--- config.mk ---
export PLATFORM = sky130hd
export DESIGN_NAME = ata_sata_xbar
export DESIGN_NICKNAME = d
export VERILOG_FILES = /design/src/rtl/ata_xbar_pkg.sv /design/src/rtl/xbar_cfg_reg.sv /design/src/rtl/xbar_route_dec.sv /design/src/rtl/xbar_sel.sv /design/src/rtl/ata_sata_xbar.sv
export SDC_FILE = /design/constraint.sdc
export NUM_CORES = 1
export LEC_CHECK = 0
export BUFFER_PORTS_ARGS = -buffer_cell sky130_fd_sc_hd__buf_2
export CORE_ASPECT_RATIO = 1.75
export CORE_MARGIN = 5
export CORE_UTILIZATION = 51
export CTS_CLUSTER_DIAMETER = 150
export CTS_CLUSTER_SIZE = 8
export DETAILED_ROUTE_END_ITERATION = 8
export PLACE_DENSITY = 0.88
export SLEW_MARGIN = 20
export SYNTH_ARGS = -nofsm -noshare
export SYNTH_HDL_FRONTEND = slang
export SYNTH_HIERARCHICAL = 1
export SYNTH_SLANG_ARGS = --single-unit
--- constraint.sdc ---
create_clock -name clk_i -period 3.6 [get_ports clk_i]
set_input_delay 0.36 -clock clk_i [delete_from_list [all_inputs] [get_ports clk_i]]
set_output_delay 0.36 -clock clk_i [all_outputs]
set_load 0.01 [all_outputs]
--- src/rtl/ata_xbar_pkg.sv ---
package ata_xbar_pkg;
  localparam int N_IFC  = 4;
  localparam int N_ADP  = 2;
  localparam int N_PAD  = 2;
  localparam int N_DST  = 5;
  localparam int SRC_W  = $clog2(N_IFC);
  localparam int DST_W  = $clog2(N_DST);

  localparam logic [SRC_W-1:0] SRC_A0M = 2'd0;
  localparam logic [SRC_W-1:0] SRC_A0S = 2'd1;
  localparam logic [SRC_W-1:0] SRC_A1M = 2'd2;
  localparam logic [SRC_W-1:0] SRC_A1S = 2'd3;

  localparam logic [DST_W-1:0] DST_NONE = 3'd0;
  localparam logic [DST_W-1:0] DST_ADP0 = 3'd1;
  localparam logic [DST_W-1:0] DST_ADP1 = 3'd2;
  localparam logic [DST_W-1:0] DST_PADM = 3'd3;
  localparam logic [DST_W-1:0] DST_PADS = 3'd4;

  typedef struct packed {
    logic [N_ADP-1:0][SRC_W-1:0] adp_src;
    logic [N_PAD-1:0][SRC_W-1:0] pad_src;
    logic [N_PAD-1:0]            pad_en;
    logic [N_IFC-1:0][DST_W-1:0] ifc_dst;
    logic [N_ADP-1:0]            adp_slave;
    logic [1:0]                  attached;
  } route_t;
endpackage

--- src/rtl/xbar_cfg_reg.sv ---
module xbar_cfg_reg #(
  parameter int          AW       = 8,
  parameter int          RW       = 32,
  parameter logic [AW-1:0] ADDR   = 8'h30,
  parameter logic [RW-1:0] RST_VAL = '0,
  parameter int          MODE_LSB = 24,
  parameter int          MODE_W   = 3,
  parameter int          N_MODES  = 4
) (
  input  logic              clk_i,
  input  logic              rst_ni,
  input  logic              wr_en_i,
  input  logic [AW-1:0]     addr_i,
  input  logic [RW-1:0]     wr_data_i,
  input  logic [RW-1:0]     wr_mask_i,
  output logic [RW-1:0]     cfg_o,
  output logic [MODE_W-1:0] mode_o
);
  logic [RW-1:0]     cfg_q, merged, nxt;
  logic [MODE_W-1:0] cand;
  logic              hit;

  assign hit = wr_en_i && (addr_i == ADDR);

  always_comb begin
    merged = (cfg_q & ~wr_mask_i) | (wr_data_i & wr_mask_i);
    cand   = merged[MODE_LSB +: MODE_W];
    nxt    = merged;
    // reserved codes keep the old mode, rest of the write still lands
    if (32'(cand) >= N_MODES) nxt[MODE_LSB +: MODE_W] = cfg_q[MODE_LSB +: MODE_W];
  end

  always_ff @(posedge clk_i or negedge rst_ni) begin
    if (!rst_ni)  cfg_q <= RST_VAL;
    else if (hit) cfg_q <= nxt;
  end

  assign cfg_o  = cfg_q;
  assign mode_o = cfg_q[MODE_LSB +: MODE_W];
endmodule

--- src/rtl/xbar_route_dec.sv ---
module xbar_route_dec
  import ata_xbar_pkg::*;
#(
  parameter int MODE_W = 3
) (
  input  logic [MODE_W-1:0] mode_i,
  output route_t            route_o
);
  always_comb begin
    route_o = '0;
    case (mode_i)
      MODE_W'(1): begin
        route_o.adp_src   = {SRC_A1M, SRC_A0M};
        route_o.pad_src   = {SRC_A1S, SRC_A0M};
        route_o.pad_en    = 2'b10;
        route_o.ifc_dst   = {DST_PADS, DST_ADP1, DST_NONE, DST_ADP0};
        route_o.adp_slave = 2'b00;
        route_o.attached  = 2'b11;
      end
      MODE_W'(2): begin
        route_o.adp_src   = {SRC_A1M, SRC_A1S};
        route_o.pad_src   = {SRC_A0S, SRC_A0M};
        route_o.pad_en    = 2'b11;
        route_o.ifc_dst   = {DST_ADP0, DST_ADP1, DST_PADS, DST_PADM};
        route_o.adp_slave = 2'b01;
        route_o.attached  = 2'b10;
      end
      MODE_W'(3): begin
        route_o.adp_src   = {SRC_A0S, SRC_A0M};
        route_o.pad_src   = {SRC_A1S, SRC_A1M};
        route_o.pad_en    = 2'b11;
        route_o.ifc_dst   = {DST_PADS, DST_PADM, DST_ADP1, DST_ADP0};
        route_o.adp_slave = 2'b10;
        route_o.attached  = 2'b01;
      end
      default: begin
        route_o.adp_src   = {SRC_A1M, SRC_A0M};
        route_o.pad_src   = {SRC_A0S, SRC_A0M};
        route_o.pad_en    = 2'b10;
        route_o.ifc_dst   = {DST_NONE, DST_ADP1, DST_PADS, DST_ADP0};
        route_o.adp_slave = 2'b00;
        route_o.attached  = 2'b11;
      end
    endcase
  end
endmodule

--- src/rtl/xbar_sel.sv ---
module xbar_sel #(
  parameter int N  = 4,
  parameter int SW = 2,
  parameter int DW = 8
) (
  input  logic [N-1:0][DW-1:0] d_i,
  input  logic [SW-1:0]        sel_i,
  input  logic                 en_i,
  output logic [DW-1:0]        q_o
);
  logic [N-1:0][DW-1:0] term;

  for (genvar i = 0; i < N; i++) begin : g_term
    assign term[i] = d_i[i] & {DW{en_i && (32'(sel_i) == i)}};
  end

  always_comb begin
    q_o = '0;
    for (int i = 0; i < N; i++) q_o = q_o | term[i];
  end
endmodule

--- src/rtl/ata_sata_xbar.sv ---
module ata_sata_xbar
  import ata_xbar_pkg::*;
#(
  parameter int            AW   = 8,
  parameter int            DW   = 8,
  parameter logic [AW-1:0] ADDR = 8'h30
) (
  input  logic                   clk_i,
  input  logic                   rst_ni,
  input  logic                   wr_en_i,
  input  logic [AW-1:0]          addr_i,
  input  logic [31:0]            wr_data_i,
  input  logic [31:0]            wr_mask_i,
  output logic [31:0]            rd_data_o,
  input  logic [N_IFC-1:0][DW-1:0] ifc_req_i,
  output logic [N_IFC-1:0][DW-1:0] ifc_rsp_o,
  output logic [N_ADP-1:0][DW-1:0] adp_req_o,
  input  logic [N_ADP-1:0][DW-1:0] adp_rsp_i,
  output logic [N_ADP-1:0]       adp_slave_o,
  output logic [N_PAD-1:0][DW-1:0] pad_o,
  output logic [N_PAD-1:0]       pad_oe_o,
  input  logic [N_PAD-1:0][DW-1:0] pad_i,
  output logic [1:0]             bridge_att_o
);
  localparam int MODE_LSB = 24;
  localparam int MODE_W   = 3;

  logic [31:0]          cfg_q;
  logic [MODE_W-1:0]    mode_q;
  route_t               route;
  logic [N_DST-1:0][DW-1:0] dst_rsp;

  xbar_cfg_reg #(
    .AW(AW), .RW(32), .ADDR(ADDR), .RST_VAL('0),
    .MODE_LSB(MODE_LSB), .MODE_W(MODE_W), .N_MODES(4)
  ) u_cfg (
    .clk_i, .rst_ni, .wr_en_i, .addr_i, .wr_data_i, .wr_mask_i,
    .cfg_o(cfg_q), .mode_o(mode_q)
  );

  xbar_route_dec #(.MODE_W(MODE_W)) u_dec (.mode_i(mode_q), .route_o(route));

  assign rd_data_o = (addr_i == ADDR) ? cfg_q : '0;

  for (genvar a = 0; a < N_ADP; a++) begin : g_adp
    xbar_sel #(.N(N_IFC), .SW(SRC_W), .DW(DW)) u_sel (
      .d_i(ifc_req_i), .sel_i(route.adp_src[a]), .en_i(1'b1), .q_o(adp_req_o[a])
    );
  end

  for (genvar p = 0; p < N_PAD; p++) begin : g_pad
    xbar_sel #(.N(N_IFC), .SW(SRC_W), .DW(DW)) u_sel (
      .d_i(ifc_req_i), .sel_i(route.pad_src[p]), .en_i(route.pad_en[p]), .q_o(pad_o[p])
    );
  end
  assign pad_oe_o = route.pad_en;

  // slot 0 is the constant-zero return for unrouted interfaces
  assign dst_rsp = {pad_i[1], pad_i[0], adp_rsp_i[1], adp_rsp_i[0], {DW{1'b0}}};

  for (genvar i = 0; i < N_IFC; i++) begin : g_ifc
    xbar_sel #(.N(N_DST), .SW(DST_W), .DW(DW)) u_sel (
      .d_i(dst_rsp), .sel_i(route.ifc_dst[i]), .en_i(1'b1), .q_o(ifc_rsp_o[i])
    );
  end

  assign adp_slave_o  = route.adp_slave;
  assign bridge_att_o = route.attached;
endmodule

## Yosys cells after proc, flatten, opt, wreduce, memory -nomap -nowiden

Cells that the tools add are included.

- Output and inout port bits: 102
- Logic and storage cells: 112
- Input port bits: 139
- Register bits after elaboration: 32

- Bitwise operators: 61
- Equal/unequal tests: 32
- Order comparisons: 1
- Reduce and logical (&&, ||, !) cells: 14
- Muxes and demuxes: 2

Operator list:

| cell | count |
|---|---|
| AND 8 bit | 32 |
| OR 8 bit | 24 |
| case mux 26 bit (3 select lines) | 1 |
| AND 32 bit | 2 |
| 2-to-1 mux 32 bit | 1 |
| inverter 32 bit | 1 |
| OR 32 bit | 1 |
| equality test 3 x 2 -> 1 bit (second input constant) | 10 |
| equality test 2 bit (second input constant) | 8 |
| equality test 3 x 1 -> 1 bit (second input constant) | 5 |
| equality test 3 bit (second input constant) | 4 |
| logical AND 1 bit | 9 |
| equality test 2 x 1 -> 1 bit (second input constant) | 4 |
| equality test 8 x 6 -> 1 bit (second input constant) | 1 |
| zero test 2 bit | 4 |
| greater-or-equal comparator 3 bit (second input constant) | 1 |
| AND reduction 2 bit | 1 |
| inverter 1 bit | 1 |

## Longest topological paths before layout

Gate-level depths: netlist of run 1.

- Depth in word-level cells: 8
- Gate-level depth with buffers: 8
- Depth with buffers taken out: 4

## Modules after synthesis

The synthesis of run 1 kept the hierarchy.

By module, submodules not included:

| module | cells each | seq. area each (µm²) | area each (µm²) | times used |
|---|---|---|---|---|
| xbar_sel at g_ifc[0].u_sel ... | 41 | 0.0 | 380.4 | 4 |
| xbar_cfg_reg | 106 | 800.8 | 1495.2 | 1 |
| xbar_sel at g_adp[0].u_sel ... | 29 | 0.0 | 255.2 | 4 |
| ata_sata_xbar | 76 | 0.0 | 524.3 | 1 |
| xbar_route_dec | 28 | 0.0 | 202.7 | 1 |

## Worst setup path after synthesis of run 1

No wires, ideal clock.

- Path type: register to output
- Start point: reg u_cfg.cfg_q[26], in the netlist u_cfg/cfg_o[26]
- End point: out ifc_rsp_o[24] (netlist name)
- Data required time: 3240 ps
- Stages on the path, launching flop included: 8
- Data arrival time: 2022 ps
- Setup slack: 1218 ps
- Buffers on the path: 3
- Cell sequence: dfrtp_1 -> buf_4 -> nor3b_1 -> buf_4 -> buf_6 -> nor2b_2 -> nor2b_2 -> a221o_1

RTL lines:

| element | line | RTL |
|---|---|---|
| from (decl) | xbar_cfg_reg.sv:19 | `logic [RW-1:0] cfg_q, merged, nxt;` |
| from (signal assigned) | xbar_cfg_reg.sv:35 | `else if (hit) cfg_q <= nxt;` |
| to (decl) | ata_sata_xbar.sv:16 | `output logic [N_IFC-1:0][DW-1:0] ifc_rsp_o,` |

==> impl_metrics.json, run 1 <==
{
  "status": "completed",
  "mostFrequentLayoutCell": "buf_2",
  "instances_no_fill": 862,
  "grt_max_degree": 33,
  "max_freq_ghz": 0.354,
  "p_int_mw": 0.894,
  "drtPass1Iterations": 5,
  "period_needed_ps": 2820,
  "drc": 0,
  "postRouteAntennaNets": 0,
  "drive_above_1_share_pct": 48.7,
  "synth_flop_cell": "dfrtp_1",
  "critPathRequiredTime_ps": 3240,
  "tns_ps": 0,
  "fp-row-count": 46,
  "h-tree-depth": 2,
  "port_buffers": 239,
  "rsz0062_at_grt": "false",
  "syn_area_mm2": 0.00476,
  "gr-total-overflow": 0,
  "finalSetupViolations": 0,
  "antenna_found_initial": 0,
  "grt_pass1_wl_mm": 26.4,
  "drv_slew": 0,
  "clk_latency_ps": 280,
  "postCtsSetupBuffers": 0,
  "p_sw_mw": 0.402,
  "cp_max_fo": 23,
  "synth_edf_count": 0,
  "syn_area_per_cell_um2": 9.72,
  "numCtsBuffers": 5,
  "wire_per_inst_um": 19.9,
  "crit_type": "reg2out",
  "pwr-share-clk_pct": 37.6,
  "cp-start-kind": "register",
  "wl_mm": 17.1,
  "ctsRootBufferMaster": "clkbuf_16",
  "synth_seq_cells": 32,
  "worstHoldPathType": "in2async",
  "fp.dieArea_mm2": 0.0115,
  "fillCellCount": 775,
  "dp.cells": 854,
  "grt_use_total_pct": 28.4,
  "layout-area-overhead-vs-synth_pct": 26.2,
  "post_cts_resized": 0,
  "switching_share_pct": 31.0,
  "finClkSkew_ps": 2.11,
  "via_per_inst": 5.64,
  "cts_buffer_depth": 2,
  "finalCoreUtilization_pct": 66.1,
  "netlist-cell-type-count": 39,
  "gp_congestion": 0.961,
  "seqPwrFrac_pct": 29.0,
  "grt_pass1_vias": 5165,
  "dr_total_vias": 4860,
  "yosysWarnings": 6,
  "power.density_mw_per_mm2": 215,
  "io-pin-count": 241,
  "drt_iter0_markers": 207,
  "die_x_um": 83.1,
  "critPathArrivalTime_ps": 2460,
  "cts_hold_buffers": 0,
  "cts.sinks": 32,
  "clkTransAtPathRegs_ps": 60,
  "cts_tree": "yes",
  "p_leak_nw": 3.04,
  "cap_violations": 0,
  "ys_seq_area_share_pct": 16.8,
  "hold_violations": 0,
  "crit_path_start": "u_cfg/cfg_o[26]$_DFFE_PN0P_",
  "irDropWorstVdd_mv": 0.250,
  "async_reset_ff_share_pct": 100,
  "end_kind": "output pin",
  "die_y_um": 138,
  "comb_power_share_pct": 33.4,
  "hpwl_mm": 14.0,
  "max_slew_margin_pct": 52.9,
  "worst_pin_slew_ps": 707,
  "diodes": 0,
  "finalCritPeriodShare_pct": 78.4,
  "syn_inst": 490,
  "fin_nets": 880,
  "layout_common_cells": "buf_2 (239), mux2i_1 (97), conb_1 (57)",
  "r2r-start": "u_cfg/cfg_o[26]$_DFFE_PN0P_",
  "coreArea_mm2": 0.00909,
  "start_util_pct": 52.4
}
-- worst paths after layout --
kind	slack [ps]	endpoint	cells after the start
min reg2reg	510	register	1
max reg2reg	2380	register	3
min in group clk_i	310	register	2
max	780	pad_o[5]	5
min	130	asynchronous set/reset pin	1
max in group asynchronous	3010	asynchronous set/reset pin	1
-- cell families after synthesis --
kind of cell | Yosys count | share of synthesized area, %
other | 4 | 0.315
muxes | 152 | 37.6
AOI/OAI and AO/OA | 73 | 12.1
buffers and inverters | 86 | 13.4
and+or+nand+nor | 143 | 19.8
DFF | 32 | 16.8
-- cell usage after synthesis, types with 3 or more instances --
cell type,count,area share (%)
a221o_1,24,5.0
a22oi_1,8,1.3
and2b_1,4,0.63
buf_1,4,0.32
buf_12,4,1.7
buf_2,3,0.32
buf_4,22,3.5
buf_6,16,3.8
buf_8,4,1.3
conb_1,4,0.32
dfrtp_1,32,17
inv_1,32,2.5
mux2_4,53,17
mux2i_1,97,20
nand2_1,38,3.0
nand2_2,3,0.39
nand2b_1,8,1.1
nand3b_2,4,0.95
nor2_1,28,2.2
nor2b_2,8,1.5
nor3_1,3,0.32
nor3_2,30,6.3
nor4b_2,4,1.3
o221ai_1,8,1.5
o22ai_1,32,4.2
-- power groups by stage --
| stage | clock (mW) | sequential, mW | combinational, mW |
|---|---|---|---|
| CTS | 0.492 | 0.376 | 0.420 |
| floorplan | 0 | 0.379 | 0.257 |
| global placement | 0 | 0.381 | 0.412 |
| global route | 0.507 | 0.376 | 0.464 |
| detailed placement | 0 | 0.381 | 0.418 |
| finish | 0.487 | 0.376 | 0.433 |
-- critical path: stages, from the launching register on --
cell and delay, ps:
dfrtp_1 470, and3b_2 700, buf_4 340, nand2b_1 340
o22ai_1 160, buf_2 160
-- cell type report --
| class | count | area, µm² | area share [%] |
|---|---|---|---|
| Clock buffer | 5 | 125 | 2.08 |
| Clock inverter | 3 | 42.5 | 0.707 |
| Inverter | 32 | 120 | 2.00 |
| Multi-Input combinational cell | 425 | 3530 | 58.8 |
| Sequential cell | 32 | 801 | 13.3 |
| Tap cell | 120 | 150 | 2.50 |
| Timing Repair Buffer | 245 | 1240 | 20.6 |
-- layer usage --
metal  up-vias  track usage, %  share of wire, %
met1      2262            27.6                33
met4         0            15.9               5.5
met3        65            6.72               8.3
li1       2223               -                 -
met2       310            54.6                53
met5         -               0                 0
-- per-stage QoR --
step	setup slack, ps	area [µm²]	power (mW)	hold WS [ps]
final	776	6010	1.30	127
after global routing	644	6010	1.35	183
after global placement	1150	5850	0.793	431
after detailed placement	1080	5850	0.799	443
after floorplan	1220	4960	0.636	64.4
after CTS	772	6010	1.29	139
(Power assumes the default switching activity.)
==> inputs of run 2 (changes only) <==
ABC_AREA = 1   (was unset)
CORE_UTILIZATION = 45   (was 51)
PLACE_DENSITY = 0.79   (was 0.88)
clock period = 2.4 ns   (was 3.6 ns; I/O delays follow)
==> run 2 against run 1 <==
Global-route usage down 1.9 points. Clock skew down 1.4 ps. Sequential share of layout area down 1.9 points. Sequential cell count unchanged. Final cell count up 72%. Synthesized cell count up 120%. Core utilization down 9.7 points. Setup slack worse by 630 ps. Routed wire length up 20%. Hold slack worse by 110 ps. Sequential power up 49%. Critical endpoint is now ifc_rsp_o[10]. Highest routed layer unchanged.
==> impl_metrics.json, run 2 <==
{
  "status": "completed",
  "mostFrequentLayoutCell": "nand2_1",
  "yosysTopAreaCellShare_pct": 18.6,
  "drc": 0,
  "syn_area_per_cell_um2": 5.30,
  "synth_edf_count": 0,
  "syn_area_mm2": 0.00566,
  "grt_pass1_vias": 6508,
  "instances_no_fill": 1479,
  "drv_slew": 0,
  "syn_inst": 1067,
  "hold_violations": 0,
  "coreArea_mm2": 0.0124,
  "clkTransAtPathRegs_ps": 50,
  "fp.dieArea_mm2": 0.0150,
  "rsz0062_at_grt": "false",
  "async_reset_ff_share_pct": 100,
  "gp_congestion": 0.923,
  "worst_pin_slew_ps": 725,
  "drtPass1Iterations": 6,
  "drive_above_1_share_pct": 26.4,
  "layout_common_cells": "nand2_1 (279), buf_2 (239), inv_1 (186)",
  "grt_use_total_pct": 26.5,
  "ctsRootBufferMaster": "clkbuf_16",
  "gr-total-overflow": 0,
  "clk_latency_ps": 270,
  "busiest_layer": "met2",
  "h-tree-depth": 2,
  "yosys.cell_count.top_type": "nand2_1",
  "critPathRequiredTime_ps": 2160,
  "ff2ff_path_depth": 4,
  "max_freq_ghz": 0.444,
  "finalCritPeriodShare_pct": 93.9,
  "synth_seq_cells": 32,
  "critPathArrivalTime_ps": 2010,
  "irDropWorstVdd_mv": 0.424,
  "antenna_found_initial": 0,
  "netlist-cell-type-count": 20,
  "layout-area-overhead-vs-synth_pct": 24.0,
  "port_buffers": 239,
  "cp_max_fo": 7,
  "grt_pass1_wl_mm": 31.5,
  "wl_mm": 20.5,
  "max_slew_margin_pct": 51.7,
  "postRouteAntennaNets": 0,
  "use_met3_pct": 4.73,
  "wire_per_inst_um": 13.9,
  "power.density_mw_per_mm2": 273,
  "dr_total_vias": 7166,
  "ys_seq_area_share_pct": 14.2,
  "synth_flop_cell": "dfrtp_1",
  "end_kind": "output pin",
  "diodes": 0,
  "synth_area_leader_cell": "nand2_1",
  "cts.sinks": 32,
  "period_needed_ps": 2250,
  "finalSetupViolations": 0,
  "drt_iter0_markers": 419,
  "r2r-start": "u_cfg/cfg_o[26]$_DFFE_PN0P_",
  "fin_nets": 1449,
  "cap_violations": 0,
  "yosysWarnings": 6,
  "fp-row-count": 54,
  "hpwl_mm": 16.3,
  "worstHoldPathType": "in2async",
  "crit_path_start": "u_cfg/cfg_o[26]$_DFFE_PN0P_",
  "numCtsBuffers": 5,
  "synth_common_cells": "nand2_1 (280), inv_1 (187), nand3_1 (183)",
  "via_per_inst": 4.85,
  "die_x_um": 94.8,
  "synth_area_leaders": "nand2_1 (19%), nand3_1 (16%), dfrtp_1 (14%)",
  "p_leak_nw": 4.43,
  "dp.cells": 1468,
  "met1_usage_pct": 28.0,
  "cp-start-kind": "register",
  "tns_ps": 0,
  "crit_type": "reg2out",
  "met2_usage_pct": 49.4,
  "die_y_um": 158,
  "start_util_pct": 45.5,
  "r2r_slack_ps": 1040,
  "io-pin-count": 241,
  "cts_tree": "yes",
  "grt_max_degree": 64,
  "finClkSkew_ps": 0.728,
  "cp-endpoint": "ifc_rsp_o[10]",
  "cts_buffer_depth": 2
}
-- run 2: worst min-delay path by stage --
stage                                       to  slack [ps]  startpoint
floorplan           asynchronous set/reset pin         -60      rst_ni
global placement    asynchronous set/reset pin         340      rst_ni
detailed placement  asynchronous set/reset pin         330      rst_ni
CTS                 asynchronous set/reset pin          30      rst_ni
global route        asynchronous set/reset pin          80      rst_ni
finish              asynchronous set/reset pin          10      rst_ni
-- run 2: routing by layer --
metal,part of all wire (%),vias to the layer above
li1,-,3650
met1,35,3075
met2,51,355
met3,8.4,86
met4,5.7,0
met5,0,-
-- run 2: stage by stage --
step	setup WS [ps]	utilization, %	area (µm²)	total power [mW]	hold slack (ps)
5_1_grt	5.57	56.4	7010	2.01	76.6
3_3_place_gp	403	54.8	6810	1.17	340
6_report	147	56.4	7010	1.91	12.5
4_1_cts	73.7	56.1	6970	1.90	34.1
3_5_place_dp	376	54.8	6810	1.17	333
2_1_floorplan	461	-	5830	0.912	-55.6
-- run 2: cell families (layout without fill, tap and decap cells) --
logic type,Yosys count,in the layout,share of synthesized area (%)
and+or+nand+nor,738,739,60.9
buffers and inverters,291,487,24.4
DFF,32,32,14.2
other,4,51,0.265
AOI/OAI and AO/OA,2,2,0.221
-- run 2: layout make-up --
type | instances | area (µm²)
clock buffer | 6 | 129
clock inverter | 2 | 35.0
fill | 1367 | 5420
inverter | 228 | 860
multi-input combinational | 792 | 3680
sequential | 32 | 801
tap | 168 | 210
timing repair buffer | 250 | 1290
timing repair inverter | 1 | 5.00
-- run 2: worst max-delay path: stages (launching register included) --
cell	delay, ps
dfrtp_1	440
inv_2	60
nand2_1	130
nor2_2	50
buf_4	180
nand2_2	190
clkinvlp_2	270
nand3_1	140
nand2_1	60
inv_1	40
nand2_1	40
buf_2	130
-- run 2: where the power goes --
group	switching, mW	leakage, nW	total [mW]	internal, mW
sequential	0.00814	0.444	0.562	0.554
clock	0.226	0.0808	0.713	0.488
combinational	0.423	3.90	0.638	0.216
-- run 2: repair_timing --
item	in CTS	in global routing
buffers inserted	0	1
resized for setup	0	6
hold buffers	0	0
setup endpoints to repair	0	25
